==> src/rtl/wdt_pkg.sv <==
package wdt_pkg;

   typedef enum logic [1:0] {
      CAUSE_NONE   = 2'b00,
      CAUSE_OVF    = 2'b01,
      CAUSE_BADCLR = 2'b10
   } wdt_cause_e;

   localparam int EXP_W = 5;

endpackage

==> src/rtl/wdt_count.sv <==
module wdt_count #(
   parameter int CNT_W = 18,
   parameter int NPER  = 8,
   parameter logic [NPER-1:0][4:0] PER_EXP = '0
) (
   input  logic                     clk,
   input  logic                     rst_n,
   input  logic                     en,
   input  logic                     tick,
   input  logic [$clog2(NPER)-1:0]  sel,
   input  logic                     clr,
   input  logic                     hold,
   input  logic                     restart,
   output logic [CNT_W-1:0]         count,
   output logic                     wrap
);

   logic [CNT_W-1:0] last_t [NPER];
   logic             at_last;

   for (genvar i = 0; i < NPER; i++) begin : g_last
      localparam logic [CNT_W:0] FULL  = (CNT_W+1)'(1) << PER_EXP[i];
      localparam logic [CNT_W:0] LASTW = FULL - (CNT_W+1)'(1);
      assign last_t[i] = LASTW[CNT_W-1:0];
   end

   assign at_last = (count == last_t[sel]);
   assign wrap    = en && tick && !hold && at_last;

   always_ff @(posedge clk or negedge rst_n) begin
      if (!rst_n) begin
         count <= '0;
      end else if (!en || restart || clr) begin
         count <= '0;
      end else if (hold) begin
         count <= count;
      end else if (tick) begin
         count <= at_last ? '0 : count + CNT_W'(1);
      end
   end

   // no tick, no clear, no restart -> value kept
   p_hold_count_r2: assert property (@(posedge clk) disable iff (!rst_n)
      (en && !tick && !clr && !restart) |=> $stable(count));

   // an overflow wraps the counter to zero
   p_wrap_zero_r3: assert property (@(posedge clk) disable iff (!rst_n)
      wrap |=> (count == '0));

   // disabled watchdog keeps the counter cleared
   p_off_zero_r10: assert property (@(posedge clk) disable iff (!rst_n)
      !en |=> (count == '0));

endmodule

==> src/rtl/wdt_window.sv <==
module wdt_window #(
   parameter int CNT_W = 18,
   parameter int NPER  = 8,
   parameter logic [NPER-1:0][4:0] PER_EXP = '0,
   parameter bit THR_TABLE = 1'b1
) (
   input  logic                     clk,
   input  logic                     rst_n,
   input  logic [$clog2(NPER)-1:0]  sel,
   input  logic                     win_on,
   input  logic                     win_size,
   input  logic                     en,
   input  logic                     hold,
   input  logic                     clr_req,
   input  logic [CNT_W-1:0]         count,
   output logic                     ok_clr,
   output logic                     bad_clr
);

   logic [CNT_W-1:0] thr;
   logic             allowed;
   logic             live;

   if (THR_TABLE) begin : g_table
      logic [CNT_W-1:0] half_t [NPER];
      logic [CNT_W-1:0] qtr_t  [NPER];
      for (genvar i = 0; i < NPER; i++) begin : g_ent
         localparam logic [CNT_W:0] FULL = (CNT_W+1)'(1) << PER_EXP[i];
         localparam logic [CNT_W:0] HALF = FULL >> 1;
         localparam logic [CNT_W:0] QTR  = FULL >> 2;
         assign half_t[i] = HALF[CNT_W-1:0];
         assign qtr_t[i]  = QTR[CNT_W-1:0];
      end
      assign thr = win_size ? qtr_t[sel] : half_t[sel];
   end else begin : g_shift
      logic [CNT_W:0] full;
      logic [CNT_W:0] half;
      logic [CNT_W:0] qtr;
      assign full = (CNT_W+1)'(1) << PER_EXP[sel];
      assign half = full >> 1;
      assign qtr  = full >> 2;
      assign thr  = win_size ? qtr[CNT_W-1:0] : half[CNT_W-1:0];
   end

   assign allowed = !win_on || (count >= thr);
   assign live    = en && !hold && clr_req;
   assign ok_clr  = live && allowed;
   assign bad_clr = live && !allowed;

   // an open window never rejects a clear
   p_open_accept_r7: assert property (@(posedge clk) disable iff (!rst_n)
      (live && !win_on) |-> ok_clr);

   // clears during a held request are ignored
   p_hold_ignore_r9: assert property (@(posedge clk) disable iff (!rst_n)
      hold |-> (!ok_clr && !bad_clr));

endmodule

==> src/rtl/wdt_escal.sv <==
module wdt_escal
   import wdt_pkg::*;
(
   input  logic       clk,
   input  logic       rst_n,
   input  logic       en,
   input  logic       ovf,
   input  logic       ok_clr,
   input  logic       bad_clr,
   input  logic       win_on,
   input  logic       ack,
   output logic       irq,
   output logic       rst_q,
   output wdt_cause_e cause,
   output logic       restart
);

   logic pending;

   assign restart = rst_q && ack;

   always_ff @(posedge clk or negedge rst_n) begin
      if (!rst_n) begin
         irq     <= 1'b0;
         rst_q   <= 1'b0;
         cause   <= CAUSE_NONE;
         pending <= 1'b0;
      end else if (!en) begin
         irq     <= 1'b0;
         rst_q   <= 1'b0;
         cause   <= CAUSE_NONE;
         pending <= 1'b0;
      end else if (rst_q) begin
         irq <= 1'b0;
         if (ack) begin
            rst_q   <= 1'b0;
            cause   <= CAUSE_NONE;
            pending <= 1'b0;
         end
      end else begin
         irq <= ovf && !win_on && !pending;
         if (bad_clr) begin
            rst_q <= 1'b1;
            cause <= CAUSE_BADCLR;
         end else if (ovf && (win_on || pending)) begin
            rst_q <= 1'b1;
            cause <= CAUSE_OVF;
         end
         if (ok_clr) begin
            pending <= 1'b0;
         end else if (ovf && !win_on) begin
            pending <= 1'b1;
         end
      end
   end

   // the interrupt lasts a single cycle
   p_irq_pulse_r4: assert property (@(posedge clk) disable iff (!rst_n)
      irq |=> !irq);

   // first overflow without window -> interrupt only
   p_first_irq_r4: assert property (@(posedge clk) disable iff (!rst_n)
      (en && ovf && !win_on && !pending && !rst_q) |=> (irq && !rst_q));

   // second overflow -> overflow reset
   p_second_rst_r5: assert property (@(posedge clk) disable iff (!rst_n)
      (en && ovf && !win_on && pending && !rst_q) |=> (rst_q && cause == CAUSE_OVF));

   // windowed overflow resets without an interrupt
   p_win_ovf_r8: assert property (@(posedge clk) disable iff (!rst_n)
      (en && ovf && win_on && !rst_q) |=> (rst_q && !irq && cause == CAUSE_OVF));

   // request and cause held until acknowledge
   p_req_held_r9: assert property (@(posedge clk) disable iff (!rst_n)
      (en && rst_q && !ack) |=> (rst_q && $stable(cause)));

   // cause is non-zero exactly while requesting
   p_cause_match_r9: assert property (@(posedge clk) disable iff (!rst_n)
      rst_q == (cause != CAUSE_NONE));

   // disabled -> no interrupt and no request
   p_off_quiet_r10: assert property (@(posedge clk) disable iff (!rst_n)
      !en |=> (!irq && !rst_q));

endmodule

==> src/rtl/watchdog_win.sv <==
module watchdog_win
   import wdt_pkg::*;
#(
   parameter int CNT_W = 18,
   parameter int NPER  = 8,
   parameter logic [NPER-1:0][4:0] PER_EXP =
      {5'd18, 5'd16, 5'd14, 5'd12, 5'd11, 5'd10, 5'd9, 5'd8},
   parameter bit THR_TABLE = 1'b1
) (
   input  logic                     clk,
   input  logic                     rst_n,
   input  logic                     wd_en,
   input  logic                     tick,
   input  logic                     clr_req,
   input  logic [$clog2(NPER)-1:0]  period_sel,
   input  logic                     win_on,
   input  logic                     win_size,
   input  logic                     rst_ack,
   output logic                     irq,
   output logic                     rst_req,
   output logic [1:0]               rst_cause,
   output logic [CNT_W-1:0]         count
);

   localparam int SEL_W = $clog2(NPER);

   if ((1 << SEL_W) != NPER) begin : g_bad_nper
      $error("NPER must be a power of two");
   end
   for (genvar i = 0; i < NPER; i++) begin : g_chk_exp
      if (PER_EXP[i] > CNT_W || PER_EXP[i] < 2) begin : g_bad_exp
         $error("period exponent out of range for counter width");
      end
   end

   logic       wrap;
   logic       ok_clr;
   logic       bad_clr;
   logic       ovf;
   logic       restart;
   logic       hold;
   wdt_cause_e cause;

   assign ovf       = wrap && !ok_clr;
   assign rst_cause = cause;

   wdt_count #(
      .CNT_W   (CNT_W),
      .NPER    (NPER),
      .PER_EXP (PER_EXP)
   ) u_count (
      .clk     (clk),
      .rst_n   (rst_n),
      .en      (wd_en),
      .tick    (tick),
      .sel     (period_sel),
      .clr     (ok_clr || bad_clr),
      .hold    (hold),
      .restart (restart),
      .count   (count),
      .wrap    (wrap)
   );

   wdt_window #(
      .CNT_W     (CNT_W),
      .NPER      (NPER),
      .PER_EXP   (PER_EXP),
      .THR_TABLE (THR_TABLE)
   ) u_window (
      .clk      (clk),
      .rst_n    (rst_n),
      .sel      (period_sel),
      .win_on   (win_on),
      .win_size (win_size),
      .en       (wd_en),
      .hold     (hold),
      .clr_req  (clr_req),
      .count    (count),
      .ok_clr   (ok_clr),
      .bad_clr  (bad_clr)
   );

   wdt_escal u_escal (
      .clk     (clk),
      .rst_n   (rst_n),
      .en      (wd_en),
      .ovf     (ovf),
      .ok_clr  (ok_clr),
      .bad_clr (bad_clr),
      .win_on  (win_on),
      .ack     (rst_ack),
      .irq     (irq),
      .rst_q   (rst_req),
      .cause   (cause),
      .restart (restart)
   );

   assign hold = rst_req;

   // an early clear becomes an invalid-clear request
   p_bad_clear_r7: assert property (@(posedge clk) disable iff (!rst_n)
      bad_clr |=> (rst_req && rst_cause == 2'b10 && count == '0));

   // a clear on the terminal tick suppresses the overflow
   p_clear_wins_r11: assert property (@(posedge clk) disable iff (!rst_n)
      (wrap && ok_clr) |=> (!irq && !rst_req && count == '0));

   // acknowledge restarts the counter from zero
   p_ack_restart_r9: assert property (@(posedge clk) disable iff (!rst_n)
      (wd_en && rst_req && rst_ack) |=> (!rst_req && count == '0));

endmodule

==> config.mk <==
export PLATFORM = sky130hd
export DESIGN_NAME = watchdog_win
export DESIGN_NICKNAME = d
export VERILOG_FILES = /design/src/rtl/wdt_pkg.sv /design/src/rtl/wdt_count.sv /design/src/rtl/wdt_window.sv /design/src/rtl/wdt_escal.sv /design/src/rtl/watchdog_win.sv
export SDC_FILE = /design/constraint.sdc
export NUM_CORES = 1
export LEC_CHECK = 0
export CAP_MARGIN = 40
export CORE_ASPECT_RATIO = 0.9
export CORE_MARGIN = 5
export CORE_UTILIZATION = 60
export DETAILED_ROUTE_END_ITERATION = 10
export DONT_BUFFER_PORTS = 1
export PLACE_DENSITY = 0.76
export SYNTH_ARGS = -nofsm -noshare
export SYNTH_HDL_FRONTEND = slang
export SYNTH_SLANG_ARGS = --single-unit
==> constraint.sdc <==
create_clock -name clk -period 3.5 [get_ports clk]
set_input_delay 0.35 -clock clk [delete_from_list [all_inputs] [get_ports clk]]
set_output_delay 0.35 -clock clk [all_outputs]
set_load 0.03 [all_outputs]
# After elaboration in Yosys (flattened, before gate mapping)
# Memories as Yosys holds them, arrays and structs flattened.
# Cells that the tools add are included.
# totals
reg_bits,23
latch_bits,0
mem_bits_rw,0
rom_bits,432
input_bits,11
output_inout_bits,22
elab_cells,72
mem_count,3
# memory_table
name,words,word_bits,rd,rd_ports_with_merged_regs,wr,line,rtl
(no name shown),8,18,1,0,0,wdt_window.sv:34,assign thr = win_size ? qtr_t[sel] : half_t[sel];
(no name shown),8,18,1,0,0,wdt_window.sv:34,
(no name shown),8,18,1,0,0,wdt_count.sv:27,assign at_last = (count == last_t[sel]);
# classes
addsub,1
n_mul,0
div,0
n_lt_le_gt_ge,2
n_eq_ne,5
shifts,0
mux,28
bitwise,1
n_reduce_logical,27
# ops
operator,n
18-bit 2-to-1 mux,11
18-bit by 1-bit adder with 18-bit output (second input constant),1
18-bit equality test,1
18-bit >= comparator,1
1-bit logical AND,12
1-bit 2-to-1 mux,12
2-bit 2-to-1 mux,5
4-bit by 1-bit inequality test with 1-bit output (second input constant),2
1-bit logical NOT,6
2-bit AND reduction,3
1-bit logical OR,5
4-bit >= comparator (second input constant),1
3-bit inverter with 4-bit output,1
3-bit inequality test (second input constant),1
2-bit inequality test (second input constant),1
2-bit nonzero test,1

# Logic depth before layout (Yosys ltp)
# Gate-level depths: netlist of the first run.
# logic_depth
word_depth,15
ltp_mapped,11
mapped_depth_nobuf,10

# Modules after synthesis
# Synthesis of the first run repeated with hierarchy kept, for this count alone.
# unflattened
cells_unflattened,217
hier_area_um2,1950.6
# modules_own_cells
module,instances,cells_each,area_each_um2,seq_area_each_um2
wdt_count,1,128,1238.7,450.4
wdt_window,1,62,432.9,0.0
wdt_escal,1,25,264.0,125.1
watchdog_win,1,2,15.0,0.0

# Worst setup path after synthesis of the first run
# OpenSTA, ideal clock, no wires.
# synth_timing
path_type,in2reg
start,input period_sel[1]
end,register u_escal.rst_q
setup_ps,124
arrival_ps,2490
required_time_ps,3376
path_slack_ps,886
stages,10
path_buffers,1
path_cell_list,clkbuf_1 > nor2_1 > and3_1 > ha_1 > or3b_2 > nor4_1 > o311ai_0 > nand3_1 > and4bb_2 > o31a_1
# synth_between
elab_chain_len,15
word_cells_on_any_way,25
cone_classes,order compare (1); eq/ne (1); mux (11); bitwise (1); reduce/logical (8); memory (3)
# synth_rtl
item,line,rtl
from (decl),watchdog_win.sv:15,"input logic [$clog2(NPER)-1:0] period_sel,"
3-bit inverter with 4-bit output (not written as such) *,"wdt_count.sv:27, wdt_window.sv:34",
memory read 8 x 18 bit,--,
18-bit 2-to-1 mux (not written as such) (2 in a row),wdt_window.sv:34,
18-bit 2-to-1 mux,wdt_window.sv:34,
18-bit >= comparator,wdt_window.sv:45,assign allowed = !win_on || (count >= thr);
1-bit logical OR,wdt_window.sv:45,
1-bit logical AND,wdt_window.sv:47,assign ok_clr = live && allowed;
1-bit logical NOT,watchdog_win.sv:44,assign ovf = wrap && !ok_clr;
1-bit logical AND,watchdog_win.sv:44,
1-bit logical AND,wdt_escal.sv:45,end else if (ovf && (win_on || pending)) begin
1-bit 2-to-1 mux,wdt_escal.sv:45,
1-bit 2-to-1 mux *,wdt_escal.sv:42,if (bad_clr) begin
1-bit 2-to-1 mux *,wdt_escal.sv:33,end else if (rst_q) begin
1-bit 2-to-1 mux *,wdt_escal.sv:28,end else if (!en) begin
to (signal assigned),wdt_escal.sv:30,rst_q <= 1'b0;
to (signal assigned),wdt_escal.sv:43,rst_q <= 1'b1;
to (signal assigned),wdt_escal.sv:46,rst_q <= 1'b1;
to (decl),wdt_escal.sv:13,"output logic rst_q,"
# Mark *: on every way between the ends. The rest lies on a longest branch, timed or not. The select of a mux whose other input is x is not followed.
# A chain may end at the register's enable or synchronous reset.

# Worst setup path after layout of the first run
# layout_timing
start,register u_count.count[6]
end,register u_escal.rst_q
# layout_between
elab_chain_len,10
word_cells_on_any_way,14
cone_classes,order compare (1); eq/ne (1); mux (4); reduce/logical (8)
# layout_rtl
item,line,rtl
from (decl),wdt_count.sv:14,"output logic [CNT_W-1:0] count,"
from (signal assigned),wdt_count.sv:36,count <= count;
from (signal assigned),wdt_count.sv:38,count <= at_last ? '0 : count + CNT_W'(1);
18-bit >= comparator,wdt_window.sv:45,
1-bit logical OR,wdt_window.sv:45,
1-bit logical AND,wdt_window.sv:47,
1-bit logical NOT,watchdog_win.sv:44,
1-bit logical AND,watchdog_win.sv:44,
1-bit logical AND,wdt_escal.sv:45,
1-bit 2-to-1 mux,wdt_escal.sv:45,
1-bit 2-to-1 mux *,wdt_escal.sv:42,
1-bit 2-to-1 mux *,wdt_escal.sv:33,
1-bit 2-to-1 mux *,wdt_escal.sv:28,
# Mark *: on every way between the ends. The rest lies on a longest branch, timed or not.

==> flow_summary.html, run 1 <==
<table>
<tr><th>Metric</th><th>Value</th></tr>
<tr><th colspan="2">Outcome</th></tr>
<tr><td>Run status</td><td>complete, no violations</td></tr>
<tr><th colspan="2">Die</th></tr>
<tr><td>Effective utilization at floorplan</td><td>0.610</td></tr>
<tr><td>Full die area</td><td>4250 um2</td></tr>
<tr><td>Placeable core region</td><td>3000 um2</td></tr>
<tr><td>I/O pins</td><td>33</td></tr>
<tr><td>Std cell rows</td><td>19</td></tr>
<tr><td>Die height</td><td>62.3 um</td></tr>
<tr><td>Die width</td><td>68.2 um</td></tr>
<tr><th colspan="2">Placement</th></tr>
<tr><td>HPWL after detailed placement</td><td>3480 um</td></tr>
<tr><td>Weighted congestion reported at the end of routability-driven placement</td><td>0.930</td></tr>
<tr><td>Total of buffers placed on input and output ports</td><td>0</td></tr>
<tr><th colspan="2">Logic synthesis</th></tr>
<tr><td>Yosys warning total</td><td>0</td></tr>
<tr><td>Most common flop cell mapped by yosys</td><td>sky130_fd_sc_hd__dfrtp_1</td></tr>
<tr><td>Number of storage elements in the synthesis netlist</td><td>23</td></tr>
<tr><td>Async set or reset register ratio after synthesis</td><td>1.00</td></tr>
<tr><td>Most area-consuming cells after synthesis</td><td>sky130_fd_sc_hd__dfrtp_1 (32%), sky130_fd_sc_hd__ha_1 (9.6%), sky130_fd_sc_hd__nor2_1 (5.5%)</td></tr>
<tr><td>Post-synth net total</td><td>243</td></tr>
<tr><td>Share of Yosys cell area claimed by the top area cell type</td><td>0.315</td></tr>
<tr><td>Synthesized area divided by synthesized cell count</td><td>8.38 um2</td></tr>
<tr><td>Number of synthesized flops with an enable pin</td><td>0</td></tr>
<tr><td>Post-Synthesis Cell Area</td><td>1830 um2</td></tr>
<tr><td>Count of distinct cell types in the synthesized netlist</td><td>51</td></tr>
<tr><td>Post-synthesis cell count</td><td>218</td></tr>
<tr><td>Post-synth top area cell</td><td>sky130_fd_sc_hd__dfrtp_1</td></tr>
<tr><td>Most common cell in the netlist</td><td>sky130_fd_sc_hd__nor2_1</td></tr>
<tr><td>Sequential share of the synthesized area</td><td>0.315</td></tr>
<tr><td>Commonest cells in the netlist</td><td>sky130_fd_sc_hd__nor2_1 (27), sky130_fd_sc_hd__dfrtp_1 (23), sky130_fd_sc_hd__nand2_1 (21), sky130_fd_sc_hd__nand3_1 (16), sky130_fd_sc_hd__ha_1 (14)</td></tr>
<tr><th colspan="2">GRT</th></tr>
<tr><td>Via count of the first global-routing pass</td><td>1620</td></tr>
<tr><td>Number of antenna violations at the first check in global routing</td><td>0</td></tr>
<tr><td>Aggregate global routing overflow</td><td>0</td></tr>
<tr><td>GRT Resource Usage Total</td><td>0.224</td></tr>
<tr><td>Pin count of the biggest net entering global routing</td><td>24</td></tr>
<tr><td>First-pass GRT wire length</td><td>7540 um</td></tr>
<tr><th colspan="2">Clocking</th></tr>
<tr><td>Total CTS buffers</td><td>3</td></tr>
<tr><td>Root buf cell</td><td>sky130_fd_sc_hd__clkbuf_4</td></tr>
<tr><td>H-tree level count</td><td>1</td></tr>
<tr><td>TritonCTS Sinks</td><td>23</td></tr>
<tr><td>Post-cts hold buffer count</td><td>1</td></tr>
<tr><td>Clock transition time at the flip-flop clock pins of the worst setup and hold paths</td><td>0.13 ns</td></tr>
<tr><td>Number of gates resized after cts</td><td>0</td></tr>
<tr><td>CTS tree</td><td>built</td></tr>
<tr><td>Clock Path Buffers</td><td>2</td></tr>
<tr><td>Clock latency on the worst-skew pair</td><td>0.32 ns</td></tr>
<tr><td>Post-CTS setup buffer count</td><td>0</td></tr>
<tr><th colspan="2">Final layout</th></tr>
<tr><td>Fill cell total of the finished layout</td><td>267</td></tr>
<tr><td>Reg area</td><td>576 um2</td></tr>
<tr><td>Signed area change from the synthesized netlist to the final layout</td><td>3.56%</td></tr>
<tr><td>Nets</td><td>244</td></tr>
<tr><td>Number of antenna diodes</td><td>0</td></tr>
<tr><td>Share of cells above drive strength 1</td><td>0.0459</td></tr>
<tr><td>Footprint of the multi-input gates</td><td>1190 um2</td></tr>
<tr><th colspan="2">STA</th></tr>
<tr><td>Setup total negative slack</td><td>0 ns</td></tr>
<tr><td>Number of failing setup endpoints in the final timing report</td><td>0</td></tr>
<tr><td>Worst Tran Pin Value</td><td>0.608 ns</td></tr>
<tr><td>Final Max Tran Viols</td><td>0</td></tr>
<tr><td>Timing-limited maximum frequency</td><td>367 MHz</td></tr>
<tr><td>Min Tclk post-route</td><td>2.72 ns</td></tr>
<tr><td>Slew margin rel.</td><td>0.593</td></tr>
<tr><td>Post-route fraction of the period consumed by the critical path</td><td>0.778</td></tr>
<tr><td>RSZ-0062 raised after global routing</td><td>false</td></tr>
<tr><td>Largest clock skew in the final design</td><td>0.00731 ns</td></tr>
<tr><td>Fin. Hold Viols</td><td>0</td></tr>
<tr><th colspan="2">Worst hold path</th></tr>
<tr><td>Path type of the worst min-delay path</td><td>input port to register</td></tr>
<tr><th colspan="2">Pwr</th></tr>
<tr><td>VDD IR max</td><td>0.181 mV</td></tr>
<tr><td>Leakage power summed over all cells</td><td>0.767 nW</td></tr>
<tr><td>Total power of the final layout</td><td>0.482 mW</td></tr>
<tr><td>Power density relative to cell area</td><td>255 nW/um2</td></tr>
<tr><th colspan="2">Drt</th></tr>
<tr><td>Via count</td><td>1666</td></tr>
<tr><td>Detail Route Antenna Nets</td><td>0</td></tr>
<tr><td>Post-DR wirelength/cell</td><td>17.5 um</td></tr>
<tr><td>Routed WL</td><td>4560 um</td></tr>
<tr><td>Ratio of routed vias to standard cells</td><td>6.41</td></tr>
<tr><td>Number of iterations in the first detailed-routing pass</td><td>4</td></tr>
<tr><td>Residual DRC</td><td>0</td></tr>
<tr><td>First DRT Iteration DRCs</td><td>195</td></tr>
<tr><th colspan="2">Critical path</th></tr>
<tr><td>Delay of the slowest cell on the worst path</td><td>0.60 ns</td></tr>
<tr><td>Crit path DAT</td><td>2.93 ns</td></tr>
<tr><td>Top delay family on crit path</td><td>simple AND/OR/NAND/NOR gates</td></tr>
<tr><td>Maximum fanout encountered on the critical timing path</td><td>4</td></tr>
<tr><td>Worst Setup Start Kind</td><td>register</td></tr>
<tr><td>Capturing element type of the critical path</td><td>register</td></tr>
<tr><td>Standard cell with the maximum stage delay on the critical path</td><td>sky130_fd_sc_hd__dfrtp_1</td></tr>
<tr><td>Worst Path Required</td><td>3.71 ns</td></tr>
<tr><td>Setup Crit Path Kind</td><td>register to register</td></tr>
<tr><td>Cell-by-cell listing of the critical path</td><td>inv_1 &gt; ha_1 &gt; or3b_2 &gt; nor4_1 &gt; o311ai_0 &gt; nand3_1 &gt; and4bb_2 &gt; o31a_1</td></tr>
<tr><td>Buffers plus inverters on the worst setup path</td><td>1</td></tr>
<tr><th colspan="2">Flow run</th></tr>
<tr><td>Count of maximum capacitance violations</td><td>0</td></tr>
</table>
-- power breakdown --
part	total, mW	switching (mW)	leakage (nW)	internal [mW]
registers	0.281	0.0124	0.320	0.269
clock network	0.127	0.0825	0.0150	0.0446
logic	0.0733	0.0445	0.432	0.0288
-- per-layer routing --
| layer | vias to the layer above | global-route usage | wire length (um) |
|---|---|---|---|
| li1 | 808 | - | - |
| met5 | - | 0 | 0 |
| met3 | 8 | 0.0450 | 360 |
| met1 | 777 | 0.312 | 1980 |
| met2 | 73 | 0.348 | 2160 |
| met4 | 0 | 0.0645 | 55 |
-- per-stage QoR --
| stage | area, um2 | utilization | std cells | hold WS, ns | setup WS (ns) |
|---|---|---|---|---|---|
| after floorplan | 1830 | - | 218 | 0.0544 | 0.886 |
| after global routing | 1890 | 0.632 | 260 | 0.0856 | 0.692 |
| final | 1890 | 0.632 | 260 | 0.0929 | 0.777 |
| after detailed placement | 1840 | 0.614 | 254 | 0.0550 | 0.835 |
| after global placement | 1840 | 0.614 | 254 | 0.0553 | 0.882 |
| after CTS | 1880 | 0.627 | 259 | 0.0926 | 0.804 |
-- cell type report --
| type | count | area share |
|---|---|---|
| timing repair buffer | 2 | 0.0132 |
| inverter | 7 | 0.0139 |
| sequential | 23 | 0.304 |
| multi-input combinational | 182 | 0.627 |
| clock buffer | 4 | 0.0139 |
| tap | 42 | 0.0278 |
-- sequential cells by signal, summed over array words and instances (netlist names) --
name             count
u_escal.irq          1
u_escal.cause        2
u_count.count       18
u_escal.rst_q        1
u_escal.pending      1
-- cell families (layout without fill, tap and decap cells) --
family / Yosys count / after routing / synth area share
xor gates and xnor gates: 13 / 13 / 0.0623
adders and majority gates: 15 / 15 / 0.101
muxes: 2 / 2 / 0.0116
buffers and inverters: 13 / 13 / 0.0356
AOI/OAI and AO/OA: 38 / 38 / 0.138
and+or+nand+nor: 114 / 114 / 0.336
DFF: 23 / 23 / 0.315
-- path summary, 6_finish.rpt --
path / end / cells past startpoint / slack [ns] / start
max: u_escal.rst_q / 8 / 0.78 / u_count.count[6]
min: u_escal.irq / 1 / 0.09 / win_on
max reg2reg: u_escal.rst_q / 8 / 0.78 / u_count.count[6]
min reg2reg: u_escal.irq / 1 / 0.50 / u_escal.pending
max in group asynchronous: u_count.count[3] / 2 / 2.54 / rst_n
min in group asynchronous: u_count.count[13] / 1 / 0.46 / rst_n
-- layout by cell type, fill, tap and decap left out, drive strengths merged, types with 3 or more instances in the layout --
| cell type | count |
|---|---|
| and2 | 3 |
| nor2b | 3 |
| nor2 | 27 |
| nand2 | 21 |
| a21oi | 8 |
| nand4 | 8 |
| xnor2 | 6 |
| xor2 | 7 |
| clkbuf | 4 |
| nand3 | 16 |
| nor4 | 4 |
| inv | 7 |
| dfrtp | 23 |
| nor3 | 5 |
| nand2b | 3 |
| ha | 14 |
| o21ai | 11 |
| and4 | 4 |
| and3 | 4 |
Note: power is estimated with default switching activity, not from simulation.
==> inputs of run 2 (changes only) <==
--- a/config.mk
+++ b/config.mk
@@ -8,10 +8,10 @@
 export CAP_MARGIN = 40
 export CORE_ASPECT_RATIO = 0.9
 export CORE_MARGIN = 5
-export CORE_UTILIZATION = 60
+export CORE_UTILIZATION = 57
 export DETAILED_ROUTE_END_ITERATION = 10
 export DONT_BUFFER_PORTS = 1
-export PLACE_DENSITY = 0.76
+export PLACE_DENSITY = 0.75
 export SYNTH_ARGS = -nofsm -noshare
 export SYNTH_HDL_FRONTEND = slang
 export SYNTH_SLANG_ARGS = --single-unit
==> constraint.sdc (replaced) <==
create_clock -name clk -period 2.2 [get_ports clk]
set_input_delay 0.22 -clock clk [delete_from_list [all_inputs] [get_ports clk]]
set_output_delay 0.22 -clock clk [all_outputs]
set_load 0.03 [all_outputs]
==> run 2 against run 1 <==
Net effect:
- routed wire length increased by 9.9%
- worst hold slack worse by 0.010 ns
- via count grew 7.5%
- core utilization rose by 9.1 points
- global-route usage is 0.89 points higher
- sequential power grew 57%
- count of clock-buffer cells in the layout is 1 lower
- first-iteration DRC count is 34% lower
- fmax increased by 28%
- critical path depth unchanged
- largest cell class unchanged
- highest routed layer unchanged
==> flow_summary.html, run 2 (synthesis gave the netlist of run 1 again) <==
<table>
<tr><th>Metric</th><th>Value</th></tr>
<tr><th colspan="2">Placement</th></tr>
<tr><td>Placement-stage worst setup slack</td><td>-0.0106 ns</td></tr>
<tr><td>HPWL after detailed placement</td><td>3880 um</td></tr>
<tr><td>Weighted congestion reported at the end of routability-driven placement</td><td>0.837</td></tr>
<tr><td>Total of buffers placed on input and output ports</td><td>0</td></tr>
<tr><td>Placement-stage cell area</td><td>2090 um2</td></tr>
<tr><th colspan="2">Outcome</th></tr>
<tr><td>Run status</td><td>complete, no violations</td></tr>
<tr><th colspan="2">Die</th></tr>
<tr><td>Die height</td><td>63.7 um</td></tr>
<tr><td>Die width</td><td>69.7 um</td></tr>
<tr><td>Placeable core region</td><td>3070 um2</td></tr>
<tr><td>Full die area</td><td>4440 um2</td></tr>
<tr><td>Std cell rows</td><td>19</td></tr>
<tr><td>I/O pins</td><td>33</td></tr>
<tr><td>Effective utilization at floorplan</td><td>0.596</td></tr>
<tr><th colspan="2">Worst hold path</th></tr>
<tr><td>Path type of the worst min-delay path</td><td>input port to register</td></tr>
<tr><th colspan="2">Final layout</th></tr>
<tr><td>Number of flip-flops under the largest register name</td><td>18</td></tr>
<tr><td>Register containing the most flip-flops in the final layout</td><td>u_count.count</td></tr>
<tr><td>Share of cells above drive strength 1</td><td>0.218</td></tr>
<tr><td>Number of antenna diodes</td><td>0</td></tr>
<tr><td>Non-Filler Cell Area, Final</td><td>2220 um2</td></tr>
<tr><td>Most common cell after layout, fill and taps aside</td><td>sky130_fd_sc_hd__buf_4</td></tr>
<tr><td>Signed area change from the synthesized netlist to the final layout</td><td>21.4%</td></tr>
<tr><td>Biggest regs</td><td>u_count.count x18, u_escal.cause x2</td></tr>
<tr><td>Fill cell total of the finished layout</td><td>228</td></tr>
<tr><td>Nets</td><td>274</td></tr>
<tr><td>Leading cell types in the layout, fill and taps excluded</td><td>sky130_fd_sc_hd__buf_4 (28), sky130_fd_sc_hd__nor2_1 (26), sky130_fd_sc_hd__nand2_1 (21), sky130_fd_sc_hd__dfrtp_1 (18), sky130_fd_sc_hd__nand3_1 (14)</td></tr>
<tr><th colspan="2">Pwr</th></tr>
<tr><td>Switching power of the nets</td><td>0.242 mW</td></tr>
<tr><td>VDD IR max</td><td>0.272 mV</td></tr>
<tr><td>Internal power component</td><td>0.574 mW</td></tr>
<tr><td>Part of the power in registers</td><td>0.540</td></tr>
<tr><td>Total power of the final layout</td><td>0.816 mW</td></tr>
<tr><td>Proportion of power drawn by the clock network</td><td>0.257</td></tr>
<tr><td>Power density relative to cell area</td><td>368 nW/um2</td></tr>
<tr><td>Switching fraction of total power</td><td>0.296</td></tr>
<tr><td>Leakage power summed over all cells</td><td>0.926 nW</td></tr>
<tr><td>Gate power share</td><td>0.203</td></tr>
<tr><th colspan="2">STA</th></tr>
<tr><td>Minimum setup slack in the final design</td><td>0.0804 ns</td></tr>
<tr><td>Worst Tran Pin Value</td><td>0.558 ns</td></tr>
<tr><td>Worst hold slack across all endpoints</td><td>0.0829 ns</td></tr>
<tr><td>Final Max Tran Viols</td><td>0</td></tr>
<tr><td>RSZ-0062 raised after global routing</td><td>true</td></tr>
<tr><td>Min Tclk post-route</td><td>2.12 ns</td></tr>
<tr><td>Setup total negative slack</td><td>0 ns</td></tr>
<tr><td>Slew margin rel.</td><td>0.625</td></tr>
<tr><td>Fin. Hold Viols</td><td>0</td></tr>
<tr><td>Post-route fraction of the period consumed by the critical path</td><td>0.963</td></tr>
<tr><td>Largest clock skew in the final design</td><td>0.00143 ns</td></tr>
<tr><td>Number of failing setup endpoints in the final timing report</td><td>0</td></tr>
<tr><td>Timing-limited maximum frequency</td><td>472 MHz</td></tr>
<tr><th colspan="2">Drt</th></tr>
<tr><td>Detail Route Antenna Nets</td><td>0</td></tr>
<tr><td>Ratio of routed vias to standard cells</td><td>6.18</td></tr>
<tr><td>Number of iterations in the first detailed-routing pass</td><td>4</td></tr>
<tr><td>Via count</td><td>1791</td></tr>
<tr><td>Routed WL</td><td>5010 um</td></tr>
<tr><td>Post-DR wirelength/cell</td><td>17.3 um</td></tr>
<tr><td>First DRT Iteration DRCs</td><td>129</td></tr>
<tr><td>Residual DRC</td><td>0</td></tr>
<tr><th colspan="2">GRT</th></tr>
<tr><td>Via count of the first global-routing pass</td><td>1843</td></tr>
<tr><td>Met3 capacity usage during global routing</td><td>0.0668</td></tr>
<tr><td>Met1 Resource Use GR</td><td>0.282</td></tr>
<tr><td>GRT Resource Usage Total</td><td>0.233</td></tr>
<tr><td>Aggregate global routing overflow</td><td>0</td></tr>
<tr><td>First-pass GRT wire length</td><td>8450 um</td></tr>
<tr><td>Pin count of the biggest net entering global routing</td><td>24</td></tr>
<tr><td>GRT Max-Usage Layer</td><td>met2</td></tr>
<tr><td>Global routing usage on met2</td><td>0.405</td></tr>
<tr><td>Number of antenna violations at the first check in global routing</td><td>0</td></tr>
<tr><th colspan="2">Critical path</th></tr>
<tr><td>Capturing element type of the critical path</td><td>register</td></tr>
<tr><td>Setup Crit Path Kind</td><td>register to register</td></tr>
<tr><td>Maximum fanout encountered on the critical timing path</td><td>11</td></tr>
<tr><td>Crit path DAT</td><td>2.35 ns</td></tr>
<tr><td>Worst Setup Start Kind</td><td>register</td></tr>
<tr><td>Worst Path Required</td><td>2.43 ns</td></tr>
<tr><th colspan="2">Clocking</th></tr>
<tr><td>Clock transition time at the flip-flop clock pins of the worst setup and hold paths</td><td>0.13 ns</td></tr>
<tr><td>Root buf cell</td><td>sky130_fd_sc_hd__clkbuf_4</td></tr>
<tr><td>TritonCTS Sinks</td><td>23</td></tr>
<tr><td>Clock Path Buffers</td><td>2</td></tr>
<tr><td>H-tree level count</td><td>1</td></tr>
<tr><td>Clock latency on the worst-skew pair</td><td>0.32 ns</td></tr>
<tr><td>CTS tree</td><td>built</td></tr>
<tr><td>Total CTS buffers</td><td>3</td></tr>
<tr><th colspan="2">Flow run</th></tr>
<tr><td>Count of maximum capacitance violations</td><td>0</td></tr>
</table>
run 2: critical path, stage by stage (launching register included):
cell and delay [ns]:
sky130_fd_sc_hd__dfrtp_1 0.47, sky130_fd_sc_hd__ha_4 0.17, sky130_fd_sc_hd__nand3_2 0.14, sky130_fd_sc_hd__nor2_1 0.15, sky130_fd_sc_hd__nand4bb_1 0.10, sky130_fd_sc_hd__or4_4 0.60, sky130_fd_sc_hd__a21oi_4 0.19, sky130_fd_sc_hd__buf_12 0.14
sky130_fd_sc_hd__nor2_1 0.05
run 2: cell type report:
| type | count | area, um2 | share of cell area |
|---|---|---|---|
| Clock inverter | 1 | 7.51 | 0.00339 |
| Sequential cell | 23 | 582 | 0.262 |
| Tap cell | 42 | 52.6 | 0.0237 |
| Multi-Input combinational cell | 182 | 1260 | 0.569 |
| Inverter | 7 | 26.3 | 0.0119 |
| Timing Repair Buffer | 32 | 265 | 0.120 |
| Clock buffer | 3 | 22.5 | 0.0102 |
run 2: final timing paths:
kind / startpoint / end / slack (ns) / depth (start not counted)
worst max-delay path: u_count.count[1] / u_count.count[7] / 0.08 / 8
worst min-delay path: wd_en / u_escal.pending / 0.08 / 2
min in group asynchronous: rst_n / u_count.count[15] / 0.24 / 1
max in group asynchronous: rst_n / u_count.count[12] / 1.50 / 2
worst min register to register: u_escal.pending / u_escal.irq / 0.48 / 1
worst max register to register: u_count.count[1] / u_count.count[7] / 0.08 / 8
run 2: what timing repair did:
action | 4_1_cts | 5_1_grt
pin swaps | 1 | 4
endpoints found under the setup margin | 11 | 14
hold buffers | 2 | 0
endpoints found under the hold margin | 24 | 0
buffers inserted | 0 | 1
gates resized for setup | 2 | 10
run 2: per-layer routing:
layer  up-vias  wire [um]
li1        865          -
met1       866       2080
met2        54       2530
met3         6        349
met4         0         55
met5         -          0
run 2: power groups by stage:
stage	registers (mW)	clock network, mW	logic (mW)
after global routing	0.442	0.234	0.184
after floorplan	0.453	0	0.107
after CTS	0.439	0.212	0.154
final	0.441	0.209	0.165
after detailed placement	0.447	0	0.140
after global placement	0.447	0	0.135
run 2: through the flow:
stage | cells | utilization
6_report | 290 | 0.723
5_1_grt | 290 | 0.723
4_1_cts | 288 | 0.701
3_5_place_dp | 282 | 0.680
3_3_place_gp | 282 | 0.680
2_1_floorplan | 218 | -
